[src/rtl/ac97_cmd_pkg.sv]
package ac97_cmd_pkg;
  // register offsets on the bus
  localparam int OFS_CTRL  = 0;
  localparam int OFS_FLAGS = 1;
  localparam int OFS_TX1   = 2;
  localparam int OFS_TX2   = 3;
  localparam int OFS_RX1   = 4;
  localparam int OFS_RX2   = 5;
  // control field positions
  localparam int CB_TX_EN  = 0;  // two bits: slot 1, slot 2 transmit enable
  localparam int CB_RX_EN  = 2;  // two bits: slot 1, slot 2 receive enable
  localparam int CB_CSEL   = 4;  // codec select field base
  localparam int NUM_SLOTS = 2;
endpackage

[src/rtl/ac97_cmd_ctrl.sv]
module ac97_cmd_ctrl #(
  parameter int CSEL_W = 2,
  localparam int CTRL_W = ac97_cmd_pkg::CB_CSEL + CSEL_W
) (
  input  logic              clk,
  input  logic              rst,
  input  logic              wr_ctrl,
  input  logic [CTRL_W-1:0] wdata,
  input  logic              frame_go,
  output logic [CTRL_W-1:0] ctrl_q,
  output logic [1:0]        tx_en,
  output logic [1:0]        rx_en,
  output logic [CSEL_W-1:0] codec_id
);
  import ac97_cmd_pkg::*;

  always_ff @(posedge clk) begin
    if (rst) begin
      ctrl_q   <= '0;
      codec_id <= '0;
    end else begin
      if (wr_ctrl)
        ctrl_q <= wdata;
      // the selected codec follows the field only at a frame boundary
      if (frame_go)
        codec_id <= ctrl_q[CB_CSEL +: CSEL_W];
    end
  end

  assign tx_en = ctrl_q[CB_TX_EN +: 2];
  assign rx_en = ctrl_q[CB_RX_EN +: 2];
endmodule

[src/rtl/ac97_cmd_tx.sv]
module ac97_cmd_tx #(
  parameter int SLOT_W = 20
) (
  input  logic              clk,
  input  logic              rst,
  input  logic              frame_go,
  input  logic              wr_s1,
  input  logic              wr_s2,
  input  logic [SLOT_W-1:0] wdata,
  input  logic [1:0]        tx_en,
  output logic [1:0]        busy,
  output logic [SLOT_W-1:0] hold1,
  output logic [SLOT_W-1:0] hold2,
  output logic [SLOT_W-1:0] out1,
  output logic [SLOT_W-1:0] out2,
  output logic              out1_v,
  output logic              out2_v
);
  logic send1, send2;

  // slot 2 only travels together with a committed slot 1 word
  assign send1 = frame_go && busy[0] && tx_en[0];
  assign send2 = send1 && busy[1] && tx_en[1];

  always_ff @(posedge clk) begin
    if (rst) begin
      busy   <= '0;
      hold1  <= '0;
      hold2  <= '0;
      out1   <= '0;
      out2   <= '0;
      out1_v <= 1'b0;
      out2_v <= 1'b0;
    end else begin
      if (wr_s1) hold1 <= wdata;
      if (wr_s2) hold2 <= wdata;

      if (wr_s1)      busy[0] <= 1'b1;
      else if (send1) busy[0] <= 1'b0;
      if (wr_s2)      busy[1] <= 1'b1;
      else if (send2) busy[1] <= 1'b0;

      if (frame_go) begin
        out1_v <= send1;
        out2_v <= send2;
        out1   <= send1 ? hold1 : '0;
        out2   <= send2 ? hold2 : '0;
      end
    end
  end
endmodule

[src/rtl/ac97_cmd_rx.sv]
module ac97_cmd_rx #(
  parameter int SLOT_W = 20
) (
  input  logic              clk,
  input  logic              rst,
  input  logic              en,
  input  logic              strobe,
  input  logic              vld,
  input  logic [SLOT_W-1:0] word_in,
  input  logic              rd_clr,
  output logic [SLOT_W-1:0] word_q,
  output logic              valid_q
);
  logic take;
  assign take = strobe && vld && en;

  always_ff @(posedge clk) begin
    if (rst) begin
      word_q  <= '0;
      valid_q <= 1'b0;
    end else begin
      if (take) word_q <= word_in;
      // a fresh arrival wins over a read that clears
      if (take)        valid_q <= 1'b1;
      else if (rd_clr) valid_q <= 1'b0;
    end
  end
endmodule

[src/rtl/ac97_cmd_engine.sv]
module ac97_cmd_engine #(
  parameter int ADDR_W  = 3,
  parameter int BUS_W   = 32,
  parameter int SLOT_W  = 20,
  parameter int N_CODEC = 4,
  localparam int CSEL_W = (N_CODEC > 1) ? $clog2(N_CODEC) : 1,
  localparam int CTRL_W = ac97_cmd_pkg::CB_CSEL + CSEL_W
) (
  input  logic              clk,
  input  logic              rst,
  input  logic              bus_wr,
  input  logic              bus_rd,
  input  logic [ADDR_W-1:0] bus_addr,
  input  logic [BUS_W-1:0]  bus_wdata,
  output logic [BUS_W-1:0]  bus_rdata,
  input  logic              frame_go,
  output logic [SLOT_W-1:0] cmd_slot1,
  output logic [SLOT_W-1:0] cmd_slot2,
  output logic              cmd_s1_vld,
  output logic              cmd_s2_vld,
  output logic [CSEL_W-1:0] codec_id,
  input  logic              sts_strobe,
  input  logic              sts_s1_vld,
  input  logic              sts_s2_vld,
  input  logic [SLOT_W-1:0] sts_slot1,
  input  logic [SLOT_W-1:0] sts_slot2
);
  import ac97_cmd_pkg::*;

  logic              wr_ctrl, wr_s1, wr_s2;
  logic [NUM_SLOTS-1:0] rd_clr;
  logic [CTRL_W-1:0] ctrl_q;
  logic [1:0]        tx_en, rx_en, busy;
  logic [SLOT_W-1:0] hold1, hold2;
  logic [NUM_SLOTS-1:0] sts_v, rx_v;
  logic [SLOT_W-1:0] sts_w [NUM_SLOTS];
  logic [SLOT_W-1:0] rx_w  [NUM_SLOTS];
  logic [BUS_W-1:0]  rd_mux;
  logic              unused_wdata;

  assign wr_ctrl = bus_wr && (bus_addr == ADDR_W'(OFS_CTRL));
  assign wr_s1   = bus_wr && (bus_addr == ADDR_W'(OFS_TX1));
  assign wr_s2   = bus_wr && (bus_addr == ADDR_W'(OFS_TX2));
  assign rd_clr[0] = bus_rd && (bus_addr == ADDR_W'(OFS_RX1));
  assign rd_clr[1] = bus_rd && (bus_addr == ADDR_W'(OFS_RX2));
  assign unused_wdata = ^bus_wdata[BUS_W-1:SLOT_W];

  ac97_cmd_ctrl #(.CSEL_W(CSEL_W)) u_ctrl (
    .clk(clk), .rst(rst), .wr_ctrl(wr_ctrl), .wdata(bus_wdata[CTRL_W-1:0]),
    .frame_go(frame_go), .ctrl_q(ctrl_q), .tx_en(tx_en), .rx_en(rx_en),
    .codec_id(codec_id)
  );

  ac97_cmd_tx #(.SLOT_W(SLOT_W)) u_tx (
    .clk(clk), .rst(rst), .frame_go(frame_go), .wr_s1(wr_s1), .wr_s2(wr_s2),
    .wdata(bus_wdata[SLOT_W-1:0]), .tx_en(tx_en), .busy(busy),
    .hold1(hold1), .hold2(hold2), .out1(cmd_slot1), .out2(cmd_slot2),
    .out1_v(cmd_s1_vld), .out2_v(cmd_s2_vld)
  );

  assign sts_v    = {sts_s2_vld, sts_s1_vld};
  assign sts_w[0] = sts_slot1;
  assign sts_w[1] = sts_slot2;

  for (genvar g = 0; g < NUM_SLOTS; g++) begin : g_rx
    ac97_cmd_rx #(.SLOT_W(SLOT_W)) u_rx (
      .clk(clk), .rst(rst), .en(rx_en[g]), .strobe(sts_strobe),
      .vld(sts_v[g]), .word_in(sts_w[g]), .rd_clr(rd_clr[g]),
      .word_q(rx_w[g]), .valid_q(rx_v[g])
    );
  end

  always_comb begin
    rd_mux = '0;
    case (bus_addr)
      ADDR_W'(OFS_CTRL):  rd_mux[CTRL_W-1:0] = ctrl_q;
      ADDR_W'(OFS_FLAGS): rd_mux[3:0] = {rx_v, busy};
      ADDR_W'(OFS_TX1):   rd_mux[SLOT_W-1:0] = hold1;
      ADDR_W'(OFS_TX2):   rd_mux[SLOT_W-1:0] = hold2;
      ADDR_W'(OFS_RX1):   rd_mux[SLOT_W-1:0] = rx_w[0];
      ADDR_W'(OFS_RX2):   rd_mux[SLOT_W-1:0] = rx_w[1];
      default:            rd_mux = '0;
    endcase
  end

  always_ff @(posedge clk) begin
    if (rst)         bus_rdata <= '0;
    else if (bus_rd) bus_rdata <= rd_mux;
  end
endmodule

[config.mk]
export PLATFORM = sky130hd
export DESIGN_NAME = ac97_cmd_engine
export DESIGN_NICKNAME = d
export VERILOG_FILES = /design/src/rtl/ac97_cmd_pkg.sv /design/src/rtl/ac97_cmd_ctrl.sv /design/src/rtl/ac97_cmd_tx.sv /design/src/rtl/ac97_cmd_rx.sv /design/src/rtl/ac97_cmd_engine.sv
export SDC_FILE = /design/constraint.sdc
export NUM_CORES = 1
export LEC_CHECK = 0
export ABC_CLOCK_PERIOD_IN_PS = 1200
export BUFFER_PORTS_ARGS = -buffer_cell sky130_fd_sc_hd__buf_4
export CAP_MARGIN = 0
export CORE_MARGIN = 2
export CORE_UTILIZATION = 49
export CTS_BUF_LIST = sky130_fd_sc_hd__clkbuf_8
export DETAILED_ROUTE_END_ITERATION = 12
export PLACE_DENSITY = 0.87
export SLEW_MARGIN = 20
export SYNTH_ARGS = -nofsm -noshare
export SYNTH_HDL_FRONTEND = slang
export SYNTH_SLANG_ARGS = --single-unit
[constraint.sdc]
create_clock -name clk -period 1.2 [get_ports clk]
set_input_delay 0.06 -clock clk [delete_from_list [all_inputs] [get_ports clk]]
set_output_delay 0.06 -clock clk [all_outputs]
set_load 0.1 [all_outputs]
==> summary.txt, run 1 <==
Outcome: complete, but fails checks
Skew final: 12.0 ps
Final Max Tran Viols: 0
CTS tree: yes
Initial Util: 49.6%
Setup Viol. Count Final: 1
Critical Path Source Type: flop
Internal: 8200 µW
RSZ-0062 raised after global routing: yes
Sequential area share after synthesis: 49.8%
Core area: 12500 µm²
Cell-by-cell trace of the critical path: mux4_2, a22oi_2, a211oi_1
Synthesis-to-finish area growth: 42.8%
Worst EP arrival: 1540 ps
Sequential share of power: 47.9%
Clock network power share: 41.6%
Critical path capture point type: flop
Iteration-0 DRC Markers: 493
Clock latency on the worst-skew pair: 450 ps
Peak Freq: 0.820 GHz
Detail Route Antenna Nets: 0
Final hold vios: 0
Die Y: 116 µm
R2r setup slk: -20 ps
Nets: 982
Clock Sinks: 154
Maximum vdd drop: 0.776 mV
Total power: 10900 µW
Layout Cells excl Fill: 1084
Total GRT Usage: 26.7%
Unique cell type count in the Yosys netlist: 39
Num rows: 41
P_sw: 2670 µW
Reg clk slew, reported paths: 80 ps
Antenna cells: 0
Crit path max fanout: 2
Vias: 5856
Worst-case clock buffer depth: 2
Hold Path Depth: 4
Fill count: 895
Ports: 159
Tcrit/Tclk final: 102%
Remaining DRCs: 0
Die extent in x: 116 µm
Final WL: 18.1 mm
DP Area: 7620 µm²
Synth Area per Inst: 8.74 µm²
TritonRoute pass-1 iters: 7
Slew at the pin closest to its max-slew limit: 655 ps
Maxcap violations: 0
Worst EP required: 1520 ps
H-tree levels: 4
Worst r2r src: g_rx[1].u_rx.word_q[3]
Setup ws final: -20.2 ps
Num CTS Buffers: 17
HP Start: bus_addr[2]
Critical Setup Path Class: reg2reg
DR vias/cell: 5.40
Share of cells above drive strength 1: 32.9%
Hold crit path type: in2reg
Initial antenna violation count: 0
Hpwl dp: 11.7 mm
Hold Path Sink: bus_rdata[5]
Area occupied by multi-input gates: 2810 µm²
Pleak: 0.00352 µW
Pwr dens: 1230 nW/µm²
Yosys Warn Count: 0
Drt wl/cell: 16.7 µm
Global-route wire length before repair: 28.2 mm
Largest net degree at the start of global routing: 79
Full die area: 13500 µm²
Post-synthesis instance area: 6190 µm²
Worst slew margin relative to its limit: 56.3%
Register area: 3140 µm²
Port Buf Inserts: 134
Cell depth of the worst flop-to-flop path: 3
CP peak stage delay: 500 ps
Overflow after GRT: 0
Root Driver: clkbuf_8
Period minus WS final: 1220 ps
GP Congestion: 0.879
Design Area, Final: 8830 µm²
Sw Ratio: 24.6%
Comb pwr share: 10.5%
Post-Place Cells: 989
Synth Instances: 708
Vias in the first global route: 5462
Failing checks: negative setup slack
#FFs+latches synth: 154
Slowest cell on crit path: mux4_2
R2r endpoint: bus_rdata[3]
==> cell usage in the layout, fill, tap and decap left out, drive strengths merged, types with 2 or more instances in the layout <==
cell / instances
clkbuf: 19
buf: 171
a21bo: 2
a222oi: 2
dfxtp: 154
a21o: 3
nand2: 162
mux2: 38
a311oi: 3
a22oi: 24
inv: 4
clkinv: 7
dlygate4sd3: 62
mux2i: 8
nand3: 4
a32oi: 20
and3: 3
a211oi: 3
nor2: 72
nand3b: 2
nor2b: 16
and3b: 4
a21oi: 85
or3b: 2
conb: 12
bufinv: 5
a221oi: 14
==> power by group through the flow <==
| stage | clock, µW | sequential [µW] | combinational, µW |
|---|---|---|---|
| after detailed placement | 0 | 5330 | 948 |
| final | 4520 | 5210 | 1140 |
| after CTS | 4550 | 5210 | 1110 |
| after floorplan | 0 | 5400 | 511 |
| after global routing | 4800 | 5210 | 1200 |
| after global placement | 0 | 5330 | 937 |
==> cell families (layout without fill, tap and decap cells) <==
kind of cell	count (synthesis)	count (layout)	share of synthesized area, %
muxes	47	47	8.57
other	1	12	0.0606
AOI/OAI and AO/OA	159	159	16.7
DFF	154	154	49.8
and+or+nand+nor	272	272	18.8
buffers and inverters	75	268	5.99
==> critical path: cells and delay by family (launching register included) <==
| kind | cells | cell delay, ps |
|---|---|---|
| compound gates | 2 | 270 |
| flops | 1 | 330 |
| mux | 1 | 500 |
==> worst max path at each step <==
stage	from	to	slack [ps]	cells after the start
final	g_rx[1].u_rx.word_q[3]	bus_rdata[3]	-20	3
after global placement	bus_addr[0]	bus_rdata[13]	-80	5
after detailed placement	bus_addr[0]	bus_rdata[12]	-130	5
after global routing	g_rx[1].u_rx.word_q[3]	bus_rdata[3]	-50	3
after floorplan	bus_addr[0]	bus_rdata[16]	3	5
after CTS	g_rx[1].u_rx.word_q[3]	bus_rdata[3]	-6	3
==> cell type report <==
type / instances / area share (%)
clock buffer: 18 / 2.80
clock inverter: 14 / 2.48
inverter: 2 / 0.0850
multi-input combinational: 490 / 31.8
sequential: 154 / 35.6
tap: 172 / 2.44
timing repair buffer: 234 / 24.8
==> state kept, by name, indices dropped and copies added, names as in the netlist <==
| signal | cells |
|---|---|
| g_rx.u_rx.word_q | 40 |
| bus_rdata | 20 |
| u_tx.hold1 | 20 |
| u_tx.hold2 | 20 |
| u_tx.out1 | 20 |
| u_tx.out2 | 20 |
| u_ctrl.ctrl_q | 6 |
| g_rx.u_rx.valid_q | 2 |
| u_ctrl.codec_id | 2 |
| u_tx.busy | 2 |
| u_tx.out1_v | 1 |
| u_tx.out2_v | 1 |
==> cells in the mapped netlist, drive strengths merged <==
master	instances	area, µm²
nand2	162	608
dfxtp	154	3080
a21oi	85	425
nor2	72	270
mux2	38	428
clkbuf	37	139
buf	36	224
a22oi	24	180
a32oi	20	175
nor2b	16	100
a221oi	14	123
mux2i	8	80.1
and3b	4	35.0
nand3	4	20.0
a211oi	3	22.5
a21o	3	22.5
a311oi	3	26.3
and3	3	18.8
a21bo	2	20.0
a222oi	2	20.0
nand3b	2	15.0
or3b	2	17.5
a21boi	1	7.51
and2	1	6.26
and4b	1	10.0
and4bb	1	12.5
clkinv	1	3.75
conb	1	3.75
inv	1	3.75
mux4	1	22.5
nand4b	1	8.76
nand4bb	1	11.3
nor3b	1	7.51
nor4b	1	23.8
o21ai	1	5.00
o31ai	1	7.51
==> per-stage QoR <==
stage	worst slack (ps)	setup TNS [ps]	utilization, %	hold slack, ps
3_3_place_gp	-84.3	-766	61.1	309
3_5_place_dp	-125	-1740	61.1	317
4_1_cts	-6.28	-6.28	69.9	67.3
6_report	-20.2	-20.2	70.9	91.7
2_1_floorplan	2.55	0	-	196
5_1_grt	-48.3	-104	70.9	80.8
==> repair_timing <==
| item | in CTS | in global routing |
|---|---|---|
| buffers inserted | 0 | 0 |
| pin swaps | 2 | 3 |
| gates resized for setup | 2 | 25 |
| hold endpoints to repair | 94 | 0 |
| cloned | 0 | 1 |
| endpoints found under the setup margin | 2 | 38 |
| hold buffers | 62 | 0 |
==> per-layer routing <==
| metal | vias up | track usage [%] | share of wire (%) |
|---|---|---|---|
| met2 | 289 | 43.6 | 48 |
| met1 | 2743 | 36.2 | 42 |
| li1 | 2798 | - | - |
| met4 | 0 | 6.90 | 1.5 |
| met3 | 26 | 5.86 | 8.3 |
| met5 | - | 0 | 0 |
Note: power is estimated with default switching activity, not from simulation.
==> inputs of run 2 (changes only) <==
--- a/config.mk
+++ b/config.mk
@@ -6,13 +6,13 @@
 export NUM_CORES = 1
 export LEC_CHECK = 0
 export ABC_CLOCK_PERIOD_IN_PS = 1200
-export BUFFER_PORTS_ARGS = -buffer_cell sky130_fd_sc_hd__buf_4
 export CAP_MARGIN = 0
 export CORE_MARGIN = 2
-export CORE_UTILIZATION = 49
+export CORE_UTILIZATION = 50
 export CTS_BUF_LIST = sky130_fd_sc_hd__clkbuf_8
 export DETAILED_ROUTE_END_ITERATION = 12
-export PLACE_DENSITY = 0.87
+export DONT_BUFFER_PORTS = 1
+export PLACE_DENSITY = 0.77
 export SLEW_MARGIN = 20
 export SYNTH_ARGS = -nofsm -noshare
 export SYNTH_HDL_FRONTEND = slang
==> run 2 against run 1 <==
  * The run ends with negative hold slack, negative setup slack left
  * Global-route usage down 1.6 points
  * Clock skew up 2.5 ps
  * Largest cell class unchanged
  * Sequential power about the same
==> summary.txt, run 2 (synthesized netlist as in run 1, its figures left out) <==
Skew final: 14.5 ps (+2.54 ps)
Maxcap violations: 0 (unchanged)
Clock latency on the worst-skew pair: 440 ps (about the same)
CP peak stage delay: 490 ps (about the same)
Clock Sinks: 154 (unchanged)
Final Max Tran Viols: 0 (unchanged)
Vias: 5379 (-8.1%)
Global-route wire length before repair: 26.1 mm (-7.6%)
Final hold slack: -322 ps (-414 ps)
Initial antenna violation count: 1 (+1)
Worst EP arrival: 1520 ps (-20 ps)
Crit path max-delay family: multiplexers
WP buf/inv: 0 (unchanged)
Port Buf Inserts: 0 (-100%)
Overflow after GRT: 0 (unchanged)
Maximum vdd drop: 0.612 mV (-21%)
Peak Freq: 0.830 GHz (+1.3%)
Reg clk slew, reported paths: 90 ps (about the same)
Nets: 861 (-12%)
Register with the highest flop count: g_rx.u_rx.word_q
Pwr dens: 1260 nW/µm² (+2.1%)
Detail Route Antenna Nets: 0 (unchanged)
Iteration-0 DRC Markers: 440 (-11%)
Worst-case clock buffer depth: 2 (unchanged)
Vias in the first global route: 5116 (-6.3%)
Setup Viol. Count Final: 1 (unchanged)
Setup ws final: -4.31 ps (+15.9 ps)
Crit path max fanout: 2 (unchanged)
Remaining DRCs: 0 (unchanged)
Setup TNS: -4.31 ps (+15.9 ps)
Hpwl dp: 11.0 mm (-5.8%)
Final WL: 16.8 mm (-7.4%)
Drt wl/cell: 17.5 µm (+4.7%)
Full die area: 13300 µm² (-1.9%)
H-tree levels: 4 (unchanged)
Setup WS pre-CTS: 18.6 ps (+144 ps)
DR vias/cell: 5.61 (+3.8%)
Slowest cell on crit path: mux4_2
Largest register FFs: 40 (unchanged)
Worst EP required: 1520 ps (about the same)
RSZ-0062 raised after global routing: yes
Hold Buf Count CTS: 35 (-44%)
Num rows: 40 (-2.4%)
Initial Util: 51.3% (+1.7 points)
Die Y: 115 µm (-0.97%)
Num CTS Buffers: 17 (unchanged)
GP Congestion: 0.872 (-0.83%)
Commonest non-fill, non-tap cell in the layout: nand2_1
Pleak: 0.00295 µW (-16%)
Cell-by-cell trace of the critical path: mux4_2, a22oi_2, a211oi_2
Total GRT Usage: 25.2% (-1.6 points)
Tcrit/Tclk final: 100% (-1.3 points)
Critical Path Source Type: flop
Root Driver: clkbuf_8
Share of cells above drive strength 1: 33.5% (+0.61 points)
Largest net degree at the start of global routing: 155 (+96%)
Fill count: 957 (+6.9%)
Failing checks: negative hold slack, negative setup slack
Hold crit path type: in2reg
Outcome: complete, but fails checks
Critical Setup Path Class: reg2reg
Final hold vios: 128 (+128)
Period minus WS final: 1200 ps (-15.9 ps)
Die extent in x: 115 µm (-0.97%)
Ports: 159 (unchanged)
Antenna cells: 0 (unchanged)
Critical path capture point type: flop
Most frequent cells in the layout: nand2_1, dfxtp_2, dfxtp_1
Core area: 12100 µm² (-3.2%)
CTS tree: yes
Synthesis-to-finish area growth: 24.5%
TritonRoute pass-1 iters: 5 (-2)
## run 2: layer usage
layer	global-route usage [%]	part of all wire (%)
met5	0	0
met4	8.27	1.7
met3	6.85	8.3
met2	40.7	48
met1	32.9	42
## run 2: final timing paths
| path | from | end | slack (ps) | depth (start not counted) |
|---|---|---|---|---|
| max | g_rx[1].u_rx.word_q[3] | bus_rdata[3] | -4 | 3 |
| min | rst | bus_rdata[19] | -320 | 1 |
| max reg2reg | g_rx[1].u_rx.word_q[3] | bus_rdata[3] | -4 | 3 |
| min reg2reg | g_rx[1].u_rx.word_q[10] | g_rx[1].u_rx.word_q[10] | 450 | 2 |
## run 2: stage by stage
step,util [%],std cells,total power (µW),hold WS (ps),cell area (µm²)
2_1_floorplan,-,719,5910,196,6280
3_3_place_gp,56.7,898,5830,140,6840
3_5_place_dp,56.7,898,5840,140,6840
4_1_cts,62.9,965,9720,-338,7590
5_1_grt,63.9,959,10000,-348,7700
6_report,63.9,959,9680,-322,7700
## run 2: repair_timing
action,4_1_cts,5_1_grt
setup buffers,0,3
gates resized for setup,0,68
hold endpoints to repair,154,128
setup endpoints to repair,0,63
## run 2: worst register-to-register path, cell delays in order, from the launching register on
cell,delay (ps)
dfxtp_1,320
mux4_2,490
a22oi_2,190
a211oi_2,90
## run 2: area by class of cell
| cell class | count | area (µm²) | area share (%) |
|---|---|---|---|
| inverters | 2 | 7.51 | 0.0974 |
| clock inverters | 15 | 165 | 2.14 |
| clock buffers | 17 | 234 | 3.04 |
| flip-flops and latches | 154 | 3180 | 41.3 |
| repair buffers | 113 | 1010 | 13.2 |
| multi-input cells | 490 | 2890 | 37.5 |
| well taps | 168 | 210 | 2.73 |
## run 2: power by group
part	switching, µW	total (µW)	internal [µW]
Sequential	40.1	5200	5160
Combinational	403	570	167
Clock	2010	3900	1890
Total	2460	9680	7220
==> inputs of run 3 (changes only) <==
--- a/config.mk
+++ b/config.mk
@@ -5,14 +5,15 @@
 export SDC_FILE = /design/constraint.sdc
 export NUM_CORES = 1
 export LEC_CHECK = 0
-export ABC_CLOCK_PERIOD_IN_PS = 1200
+export ABC_AREA = 1
+export ABC_CLOCK_PERIOD_IN_PS = 1250
 export CAP_MARGIN = 0
 export CORE_MARGIN = 2
 export CORE_UTILIZATION = 50
 export CTS_BUF_LIST = sky130_fd_sc_hd__clkbuf_8
 export DETAILED_ROUTE_END_ITERATION = 12
 export DONT_BUFFER_PORTS = 1
-export PLACE_DENSITY = 0.77
+export PLACE_DENSITY = 0.74
 export SLEW_MARGIN = 20
 export SYNTH_ARGS = -nofsm -noshare
 export SYNTH_HDL_FRONTEND = slang
==> constraint.sdc (replaced) <==
create_clock -name clk -period 1.25 [get_ports clk]
set_input_delay 0.0625 -clock clk [delete_from_list [all_inputs] [get_ports clk]]
set_output_delay 0.0625 -clock clk [all_outputs]
set_load 0.1 [all_outputs]
==> run 3 against run 2 <==
  * Largest cell class unchanged
  * Critical path type unchanged
  * Flip-flop and latch count unchanged
  * Setup slack improved by 13 ps
  * Cell count increased by 23%
  * The run ends with negative hold slack left
  * Area after synthesis increased by 2.0%
  * Clock skew decreased by 3.7 ps
  * Worst hold slack improved by 76 ps
  * Final area increased by 9.5%
  * Wire length increased by 5.9%
  * Global-route usage increased by 1.4 points
  * Utilization increased by 3.8 points
  * Power increased by 6.7%
  * Via count increased by 17%
  * Largest power group unchanged
==> summary.txt, run 3 <==
Outcome: complete, but fails checks
Failing checks: negative hold slack
Clock latency on the worst-skew pair: 460 ps (+20 ps)
Initial Util: 50.6% (-0.68 points)
CTS tree: yes
Port Buf Inserts: 0 (unchanged)
Register with the highest flop count: g_rx.u_rx.word_q
Critical Path Source Type: flop
Largest register FFs: 40 (unchanged)
Crit path max fanout: 2 (unchanged)
Sequential area share after synthesis: 48.9% (-0.97 points)
Largest net degree at the start of global routing: 61 (-61%)
Full die area: 13500 µm² (+1.9%)
Hold Buf Count CTS: 110 (+210%)
Most area-consuming cells after synthesis: dfxtp_1, a21oi_1, nand2_1
TritonRoute pass-1 iters: 6 (+1)
Core area: 12500 µm² (+3.4%)
Die extent in x: 116 µm (+0.95%)
Post-synth EDFFs: 0 (unchanged)
Setup ws final: 8.47 ps (+12.8 ps)
Synth async-reset ratio: 0% (unchanged)
Detail Route Antenna Nets: 0 (unchanged)
Maxcap violations: 0 (unchanged)
GP Congestion: 0.819 (-6.0%)
#FFs+latches synth: 154 (unchanged)
Reg clk slew, reported paths: 80 ps (about the same)
Slowest cell on crit path: dlygate4sd3_1
Cell-by-cell trace of the critical path: o21ai_0, dlygate4sd3_1, a21oi_1
Initial antenna violation count: 1 (unchanged)
Worst EP required: 1610 ps (+90 ps)
Setup WS pre-CTS: 43.1 ps (+24.5 ps)
Final hold vios: 19 (-85%)
Overflow after GRT: 0 (unchanged)
Synth Instances: 845 (+19%)
Hold crit path type: in2reg
Final hold slack: -245 ps (+76.5 ps)
Pleak: 0.00329 µW (+11%)
Final Max Tran Viols: 0 (unchanged)
Setup TNS: 0 ps (+4.31 ps)
Worst EP arrival: 1600 ps (+80 ps)
CP peak stage delay: 600 ps (+110 ps)
H-tree levels: 4 (unchanged)
Worst slew margin relative to its limit: 56.5%
Layout Utilization: 67.7% (+3.8 points)
Post-synthesis instance area: 6310 µm² (+2.0%)
Final WL: 17.8 mm (+5.9%)
Period minus WS final: 1240 ps (+37.2 ps)
RSZ-0062 raised after global routing: no
Num rows: 41 (+2.5%)
Slew at the pin closest to its max-slew limit: 652 ps
Remaining DRCs: 0 (unchanged)
Total power: 10300 µW (+6.7%)
Biggest area consumer among synthesized cells: dfxtp_1
Tcrit/Tclk final: 99.3% (-1.0 points)
Clock Sinks: 154 (unchanged)
Peak Freq: 0.805 GHz (-3.0%)
Global-route wire length before repair: 28.1 mm (+7.7%)
Skew final: 10.8 ps (-3.73 ps)
Nets: 1079 (+25%)
Iteration-0 DRC Markers: 518 (+18%)
Die Y: 116 µm (+0.95%)
DR vias/cell: 5.30 (-5.5%)
Synth Area per Inst: 7.47 µm² (-15%)
Critical Setup Path Class: reg2reg
Top cells by count, synth: nand2_1, dfxtp_1, a21oi_1
Num CTS Buffers: 17 (unchanged)
Critical path capture point type: flop
Hpwl dp: 10.4 mm (-4.9%)
Most frequent cells in the layout: nand2_1, dfxtp_1, a21oi_1
Top FF cell, synth: dfxtp_1
Share of cells above drive strength 1: 13.5% (-20 points)
Drt wl/cell: 15.0 µm (-14%)
Commonest non-fill, non-tap cell in the layout: nand2_1
Ports: 159 (unchanged)
Total GRT Usage: 26.6% (+1.4 points)
Worst-case clock buffer depth: 2 (unchanged)
Post-synth top area share: 48.9% (-0.97 points)
Unique cell type count in the Yosys netlist: 24 (-38%)
Maximum vdd drop: 0.951 mV (+55%)
Vias in the first global route: 5706 (+12%)
Root Driver: clkbuf_8
Setup Viol. Count Final: 0 (-1)
Vias: 6267 (+17%)
Most frequent cell after synthesis: nand2_1
Pwr dens: 1220 nW/µm² (-2.5%)
Yosys Warn Count: 0 (unchanged)
Synthesis-to-finish area growth: 33.7%
run 3: cell count changes after synthesis, sizes merged, moves of 11 or more:
| cell | delta |
|---|---|
| a21oi | +50 |
| a221oi | -14 |
| a22oi | -24 |
| a32oi | -20 |
| inv | +70 |
| mux2 | -38 |
| nand2 | +11 |
| nand3 | +19 |
| nand4 | +42 |
| nor2 | -13 |
| nor2b | -16 |
| o21ai | +110 |
run 3: layout make-up:
class / instances / area, µm²
antenna: 1 / 2.50
clock buffer: 22 / 303
clock inverter: 10 / 146
fill: 1035 / 4030
inverter: 73 / 277
multi-input combinational: 557 / 2590
sequential: 154 / 3090
tap: 172 / 215
timing repair buffer: 193 / 1810
run 3: timing repair:
action,4_1_cts,5_1_grt
gates resized for setup,0,9
endpoints found under the setup margin,0,30
buffers inserted,0,0
hold endpoints to repair,154,19
run 3: cell families after synthesis:
kind of cell,after synthesis,synth area share (%)
buf+inv,145,10.8
simple gates,299,20.7
flops,154,48.9
other cells,1,0.0594
compound gates,246,19.5
run 3: power breakdown:
part	switching (µW)	total, µW	internal (µW)	leakage (µW)
Combinational	671	1060	391	0.00180
Sequential	61.3	5050	4980	0.00125
Clock	1810	4220	2410	0.000242
Total	2540	10300	7790	0.00329
run 3: worst max-delay path, delay by kind of cell (launching register included):
kind,cells,cell delay [ps]
compound gates,2,210
flops,1,330
buf+inv,1,600
run 3: path summary, 6_finish.rpt:
path	from	endpoint	slack (ps)	cells past startpoint
setup / recovery	bus_rdata[5]	bus_rdata[5]	8	3
hold / removal	bus_rd	bus_rdata[10]	-250	2
setup reg to reg	bus_rdata[5]	bus_rdata[5]	8	3
hold reg to reg	g_rx[0].u_rx.word_q[13]	g_rx[0].u_rx.word_q[13]	450	2
run 3: layer usage:
layer  wire length [µm]  up-vias  share of wire (%)  GRT usage [%]
li1                   -     3076                  -              -
met4                554        0                3.1           12.2
met5                  0        -                  0              0
met2               8110      279                 46           41.3
met1               7870     2864                 44           35.2
met3               1240       48                7.0           6.18
run 3: stage by stage:
step | instance area (µm²) | std cells
finish | 8440 | 1182
global route | 8440 | 1182
CTS | 8410 | 1181
detailed placement | 6830 | 1039
global placement | 6830 | 1039
floorplan | 6360 | 856
